$ cat src/rtl/fsync_pkg.sv
package fsync_pkg;
  localparam int unsigned DEF_DIV   = 4;
  localparam int unsigned DEF_PER_W = 8;

  function automatic int unsigned cnt_w(input int unsigned n);
    return (n < 2) ? 1 : $clog2(n);
  endfunction
endpackage

$ cat src/rtl/fsync_bclk_div.sv
module fsync_bclk_div #(
  parameter int unsigned DIV = fsync_pkg::DEF_DIV
) (
  input  logic clk_i,
  input  logic rst_ni,
  input  logic run_i,
  output logic tick_o
);
  localparam int unsigned CW = fsync_pkg::cnt_w(DIV);
  localparam logic [CW-1:0] LAST = CW'(DIV - 1);

  logic [CW-1:0] cnt_q;

  always_ff @(posedge clk_i or negedge rst_ni) begin
    if (!rst_ni)            cnt_q <= '0;
    else if (!run_i)        cnt_q <= '0;
    else if (cnt_q == LAST) cnt_q <= '0;
    else                    cnt_q <= cnt_q + 1'b1;
  end

  assign tick_o = run_i && (cnt_q == LAST);
endmodule

$ cat src/rtl/fsync_timer.sv
module fsync_timer #(
  parameter int unsigned PER_W = fsync_pkg::DEF_PER_W
) (
  input  logic             clk_i,
  input  logic             rst_ni,
  input  logic             run_i,
  input  logic             tick_i,
  input  logic [PER_W-1:0] period_m1_i,
  input  logic [PER_W-1:0] width_m1_i,
  output logic             active_o,
  output logic             start_o
);
  logic             started_q;
  logic [PER_W-1:0] pos_q;
  logic [PER_W-1:0] pos_d;
  logic             active_q, start_q;

  // first tick after enable, or end of frame, restarts at slot zero
  always_comb begin
    if (!started_q || (pos_q >= period_m1_i)) pos_d = '0;
    else                                      pos_d = pos_q + 1'b1;
  end

  always_ff @(posedge clk_i or negedge rst_ni) begin
    if (!rst_ni) begin
      started_q <= 1'b0;
      pos_q     <= '0;
      active_q  <= 1'b0;
      start_q   <= 1'b0;
    end else if (!run_i) begin
      started_q <= 1'b0;
      pos_q     <= '0;
      active_q  <= 1'b0;
      start_q   <= 1'b0;
    end else if (tick_i) begin
      started_q <= 1'b1;
      pos_q     <= pos_d;
      active_q  <= (pos_d <= width_m1_i);
      start_q   <= (pos_d == '0);
    end else begin
      start_q   <= 1'b0;
    end
  end

  assign active_o = active_q;
  assign start_o  = start_q;
endmodule

$ cat src/rtl/fsync_gen.sv
module fsync_gen #(
  parameter int unsigned DIV   = fsync_pkg::DEF_DIV,
  parameter int unsigned PER_W = fsync_pkg::DEF_PER_W
) (
  input  logic             clk_i,
  input  logic             rst_ni,
  input  logic             master_i,
  input  logic             gen_en_i,
  input  logic             fs_en_i,
  input  logic [PER_W-1:0] period_m1_i,
  input  logic [PER_W-1:0] width_m1_i,
  input  logic             fs_inv_i,
  input  logic             fs_ext_i,
  output logic             bclk_en_o,
  output logic             fs_o,
  output logic             frame_start_o
);
  logic gen_run, fs_run, tick, fs_act, fs_start;

  assign gen_run = master_i & gen_en_i;
  assign fs_run  = gen_run & fs_en_i;

  fsync_bclk_div #(.DIV(DIV)) u_div (
    .clk_i  (clk_i),
    .rst_ni (rst_ni),
    .run_i  (gen_run),
    .tick_o (tick)
  );

  fsync_timer #(.PER_W(PER_W)) u_tmr (
    .clk_i       (clk_i),
    .rst_ni      (rst_ni),
    .run_i       (fs_run),
    .tick_i      (tick),
    .period_m1_i (period_m1_i),
    .width_m1_i  (width_m1_i),
    .active_o    (fs_act),
    .start_o     (fs_start)
  );

  assign bclk_en_o     = tick;
  assign frame_start_o = fs_start & master_i;
  assign fs_o          = master_i ? (fs_act ^ fs_inv_i) : fs_ext_i;
endmodule

$ cat config.mk
export PLATFORM = sky130hd
export DESIGN_NAME = fsync_gen
export DESIGN_NICKNAME = d
export VERILOG_FILES = /design/src/rtl/fsync_pkg.sv /design/src/rtl/fsync_bclk_div.sv /design/src/rtl/fsync_timer.sv /design/src/rtl/fsync_gen.sv
export SDC_FILE = /design/constraint.sdc
export NUM_CORES = 1
export LEC_CHECK = 0
export ABC_AREA = 1
export BUFFER_PORTS_ARGS = -buffer_cell sky130_fd_sc_hd__clkbuf_2
export CAP_MARGIN = 20
export CORE_MARGIN = 4
export CORE_UTILIZATION = 40
export CTS_BUF_LIST = sky130_fd_sc_hd__clkbuf_4
export DETAILED_ROUTE_END_ITERATION = 10
export GPL_TIMING_DRIVEN = 0
export PLACE_DENSITY = 0.68
export RECOVER_POWER = 25
export SYNTH_ARGS = -nofsm -noshare
export SYNTH_HDL_FRONTEND = slang
export SYNTH_SLANG_ARGS = --single-unit
$ cat constraint.sdc
create_clock -name clk_i -period 2.6 [get_ports clk_i]
set_clock_uncertainty 0.1 [all_clocks]
set_input_delay 0.52 -clock clk_i [delete_from_list [all_inputs] [get_ports clk_i]]
set_output_delay 0.52 -clock clk_i [all_outputs]
set_load 0.02 [all_outputs]
After elaboration in Yosys (flattened, before gate mapping)
Index checks and enable logic that the tools add are counted.
Widths: inputs -> output; s select.
{"block": "word_totals", "ff_bits": 13, "in_bits": 23, "word_cells": 31}
{"block": "op_classes", "add_sub_neg": 2, "magnitude_cmp": 2, "eq_ne": 2, "mux": 12, "n_bitwise": 4, "reduce_logical": 4}
{"operator": "$mux 8", "count": 3}
{"operator": "$add 8x1->8 const B", "count": 1}
{"operator": "$ge 8x8->1", "count": 1}
{"operator": "$le 8x8->1", "count": 1}
{"operator": "$logic_not 8->1", "count": 1}
{"operator": "$mux 1", "count": 7}
{"operator": "$mux 2", "count": 2}
{"operator": "$and 1x1->1", "count": 3}
{"operator": "$add 2x1->2 const B", "count": 1}
{"operator": "$eq 2x2->1 const B", "count": 1}
{"operator": "$ne 2x2->1 const B", "count": 1}
{"operator": "$logic_and 1x1->1", "count": 1}
{"operator": "$logic_not 1->1", "count": 1}
{"operator": "$logic_or 1x1->1", "count": 1}
{"operator": "$xor 1x1->1", "count": 1}

Logic depth before layout (Yosys ltp)
{"block": "depth", "word_depth": 6, "mapped_depth": 23}

Modules after synthesis
A second synthesis with hierarchy kept.
{"block": "unflattened", "hier_cells": 171, "hier_area_um2": 1183.6}
{"mod": "fsync_timer", "n_inst": 1, "cells_per_inst": 148, "area_each_um2": 1037.2, "seq_area_each_um2": 275.3}
{"mod": "fsync_bclk_div", "n_inst": 1, "cells_per_inst": 9, "area_each_um2": 87.6, "seq_area_each_um2": 50.0}
{"mod": "fsync_gen", "n_inst": 1, "cells_per_inst": 14, "area_each_um2": 58.8, "seq_area_each_um2": 0.0}

Worst setup path before layout
Ideal clock, no wire load.
{"block": "synth_path", "path_type": "input to register", "startpoint": "input period_m1_i[5]", "endpoint": "register u_tmr.active_q, in the netlist u_tmr.active_o", "arrival_time_ps": 2224, "setup_slack_ps": 210, "stages": 17, "path_cell_list": "inv_1 -> ha_1 -> a21oi_1 -> nor2_1 -> nor2_2 -> nand2_1 -> inv_2 -> nand3_1 -> inv_1 -> ha_1 -> a21oi_1 -> nor2_1 -> a211oi_1 -> nand2_1 -> nand2_1 -> nand2_1 -> nand2_1"}
{"block": "synth_via", "elab_chain_len": 6}
{"item": "start: declaration", "line": "fsync_gen.sv:10", "rtl": "input logic [PER_W-1:0] period_m1_i,"}
{"item": "$ge 8x8->1", "line": "fsync_timer.sv:20", "rtl": "if (!started_q || (pos_q >= period_m1_i)) pos_d = '0;"}
{"item": "$logic_or 1x1->1", "line": "fsync_timer.sv:20"}
{"item": "$mux 8", "line": "fsync_timer.sv:20"}
{"item": "$le 8x8->1", "line": "fsync_timer.sv:38", "rtl": "active_q <= (pos_d <= width_m1_i);"}
{"item": "$mux 1", "line": "fsync_timer.sv:35", "rtl": "end else if (tick_i) begin"}
{"item": "$mux 1", "line": "fsync_timer.sv:30", "rtl": "end else if (!run_i) begin"}
{"item": "end signal: assignment", "line": "fsync_timer.sv:38"}
{"item": "end: declaration", "line": "fsync_timer.sv:16", "rtl": "logic active_q, start_q;"}
No other way between the ends. The select of a mux whose other input is x is not followed.
A chain may end at the register's enable or synchronous reset.

Worst setup path after layout
{"block": "layout_path", "startpoint": "register u_tmr.pos_q[0]", "endpoint": "register u_tmr.active_q, in the netlist u_tmr.active_o"}
{"block": "layout_via", "elab_chain_len": 6, "elab_cells_between_ends": 7}
{"item": "start: declaration", "line": "fsync_timer.sv:14", "rtl": "logic [PER_W-1:0] pos_q;"}
{"item": "start signal: assignment", "line": "fsync_timer.sv:37", "rtl": "pos_q <= pos_d;"}
{"item": "$ge 8x8->1", "line": "fsync_timer.sv:20"}
{"item": "$logic_or 1x1->1", "line": "fsync_timer.sv:20"}
{"item": "$mux 8 *", "line": "fsync_timer.sv:20"}
{"item": "$le 8x8->1 *", "line": "fsync_timer.sv:38"}
{"item": "$mux 1 *", "line": "fsync_timer.sv:35"}
{"item": "$mux 1 *", "line": "fsync_timer.sv:30"}
Mark *: on every way between the ends. The rest lies on a longest branch, timed or not. The select of a mux whose other input is x is not followed.

==> out/metrics.cfg <==
[clocking]
clk_latency_ns=0.27
clockRootBuffer=clkbuf_4
cts_tree=built
clock_path_buffers=2
h-tree-depth=1
cts.sinks=13
cts_made_buffers=3
path_clk_slew_ns=0.08

[worst_hold_path]
holdCritPathClass=in2async

[placement]
dp_hpwl_um=2080
post_dp_cell_area_um2=1300
place.gp.congestion=0.882
portBuffers=25
placedCellCount=217

[yosys]
synthTopCellsByCount=inv_1, nand2_1, ha_1
synth_top_cell_by_area=dfrtp_1
synth_top_cell_area_share=0.285
synth_ff_type=dfrtp_1
syn_area_um2=1140
synth_warnings=0
ys_seq_elements=13
synth_edf_count=0
ys_async_sr_fraction=1.00
avgSynthCellArea_um2=7.08
synth_cell_types=22
yosys.cell_count.top_type=inv_1
yosysSeqAreaShare=0.285
synth.area.top_cells=dfrtp_1, ha_1, inv_1
synthCells=161
synth_nets=201

[critical_path]
crit_path_start_kind=flip-flop
endpoint_kind=flip-flop
path_class=reg2reg
rrSetupSlack_ns=0.17
path_max_fanout=6
arrival_ns=2.55
cp.required_ns=2.71

[cells_and_area]
fin_cells=227
antenna_cells=0
fill_cells=266
layout.nets=237
drive_gt1_frac=0.296
area_delta_synth_final_pct=27.6
design_area_um2=1450

[timing]
tns_ns=0
fmax_mhz=411
tightest_slew_ns=0.690
maxSlewHeadroom=0.540
maxSlewViolCount=0
setup_viol=0
period_share=0.935
period_needed_ns=2.43
hold_viol_final=0

[global_routing]
antenna_found_initial=0
grt_usage=0.142
grt_max_degree=14
grt_overflow=0
grt_pass1_wl_um=4070
grt_pass1_vias=1039

[die]
die_h_um=61.4
rows=19
start_util=0.417
ios=26
core-area_um2=2730
die_area_um2=3770
die_w_um=61.4

[power_and_ir_drop]
total_leakage_power_nw=0.864
power-per-cell-area_nw_per_um2=273
max-vdd-ir-drop_v=0.000180

[route]
drt_iter0_drc=25
wire_per_inst_um=11.2
wirelength_um=2550
drc=0
drt-vias-per-instance=4.92
drtPass1Iterations=4
drt.antenna.violating_nets=0
routed-via-count=1117

[run]
drv_cap=0

[run_status]
status=complete, no violations

==> power breakdown <==
| part | total (mW) | switching, mW | internal, mW |
|---|---|---|---|
| Combinational | 0.0571 | 0.0316 | 0.0256 |
| Sequential | 0.204 | 0.000729 | 0.203 |
| Clock | 0.136 | 0.0657 | 0.0698 |
==> placed cells by master, fill, tap and decap left out, types with 2 or more instances in the layout <==
cell / n
clkbuf_2: 24
inv_2: 5
nand3_1: 5
nand3_4: 2
nor2_1: 14
buf_4: 6
nand4_1: 5
inv_1: 35
dfrtp_1: 13
nand2_1: 33
ha_1: 15
nand2_4: 2
nor2_2: 5
ha_4: 2
o22ai_1: 5
o21ai_0: 3
clkbuf_4: 4
nand2_2: 2
a21oi_1: 4
==> area by class of cell <==
type	count	area, um2	share of cell area
Tap cell	31	38.8	0.0267
Timing Repair Buffer	31	169	0.116
Inverter	41	161	0.111
Clock buffer	4	30.0	0.0207
Multi-Input combinational cell	107	729	0.502
Sequential cell	13	325	0.224
==> sequential cells by signal, indices dropped and copies added, names as in the netlist <==
signal,flops
u_tmr.active_o,1
u_tmr.pos_q,8
u_tmr.started_q,1
u_div.cnt_q,2
u_tmr.start_o,1
==> cells by family after synthesis <==
family | Yosys count | synth area share
adder cells (fa/ha/maj) | 17 | 0.187
buffers and inverters | 41 | 0.135
AO/OA/AOI/OAI | 16 | 0.0834
AND/OR/NAND/NOR | 72 | 0.294
flip-flops | 13 | 0.285
XOR/XNOR | 2 | 0.0154
==> critical path, cell delays in order (launching register included) <==
cell and delay [ns]:
dfrtp_1 0.42, inv_2 0.10, ha_4 0.20, inv_1 0.04, nand2_1 0.04, nand2_1 0.05
nand2_1 0.04, nand2_1 0.05, nand2_1 0.06, nand2_2 0.09, nand2_4 0.08, inv_8 0.10
nand3_4 0.07, inv_1 0.07, ha_1 0.24, a21oi_2 0.14, nor2_1 0.05, a211oi_1 0.16
nand2_1 0.07, nand2_1 0.07, nand2_1 0.05, nand2_1 0.06
==> stage by stage <==
stage	util	total power [mW]	worst slack (ns)	hold slack [ns]
finish	0.532	0.397	0.169	0.158
global route	0.532	0.418	-0.0187	0.220
CTS	0.490	0.397	0.00207	0.0389
detailed placement	0.477	0.264	-0.175	0.332
global placement	0.477	0.260	-0.0884	0.326
floorplan	-	0.235	0.210	0.124
==> per-layer routing <==
layer	GRT usage	vias to the layer above	share of wire
met5	0	-	0
met3	0.00629	5	0.037
met4	0.0576	0	0.015
met2	0.255	28	0.52
li1	-	581	-
met1	0.178	503	0.43
==> repair_timing <==
action                     in CTS  in global routing
setup endpoints to repair       1                  1
setup buffers                   0                  6
pin swaps                       0                  4
resized for setup               1                 15
hold buffers                    0                  0
==> final timing paths <==
kind / start / to / cells past startpoint
worst max register to register: u_tmr.pos_q[0] / u_tmr.active_o / 21
worst min-delay path: rst_ni / u_div.cnt_q[0] / 1
worst max-delay path: u_tmr.pos_q[0] / u_tmr.active_o / 21
worst min register to register: u_div.cnt_q[0] / u_div.cnt_q[0] / 1
min in group clk_i: u_div.cnt_q[0] / u_div.cnt_q[0] / 1
max in group asynchronous: rst_ni / u_tmr.active_o / 1
Power figures use the tool's default switching activity.
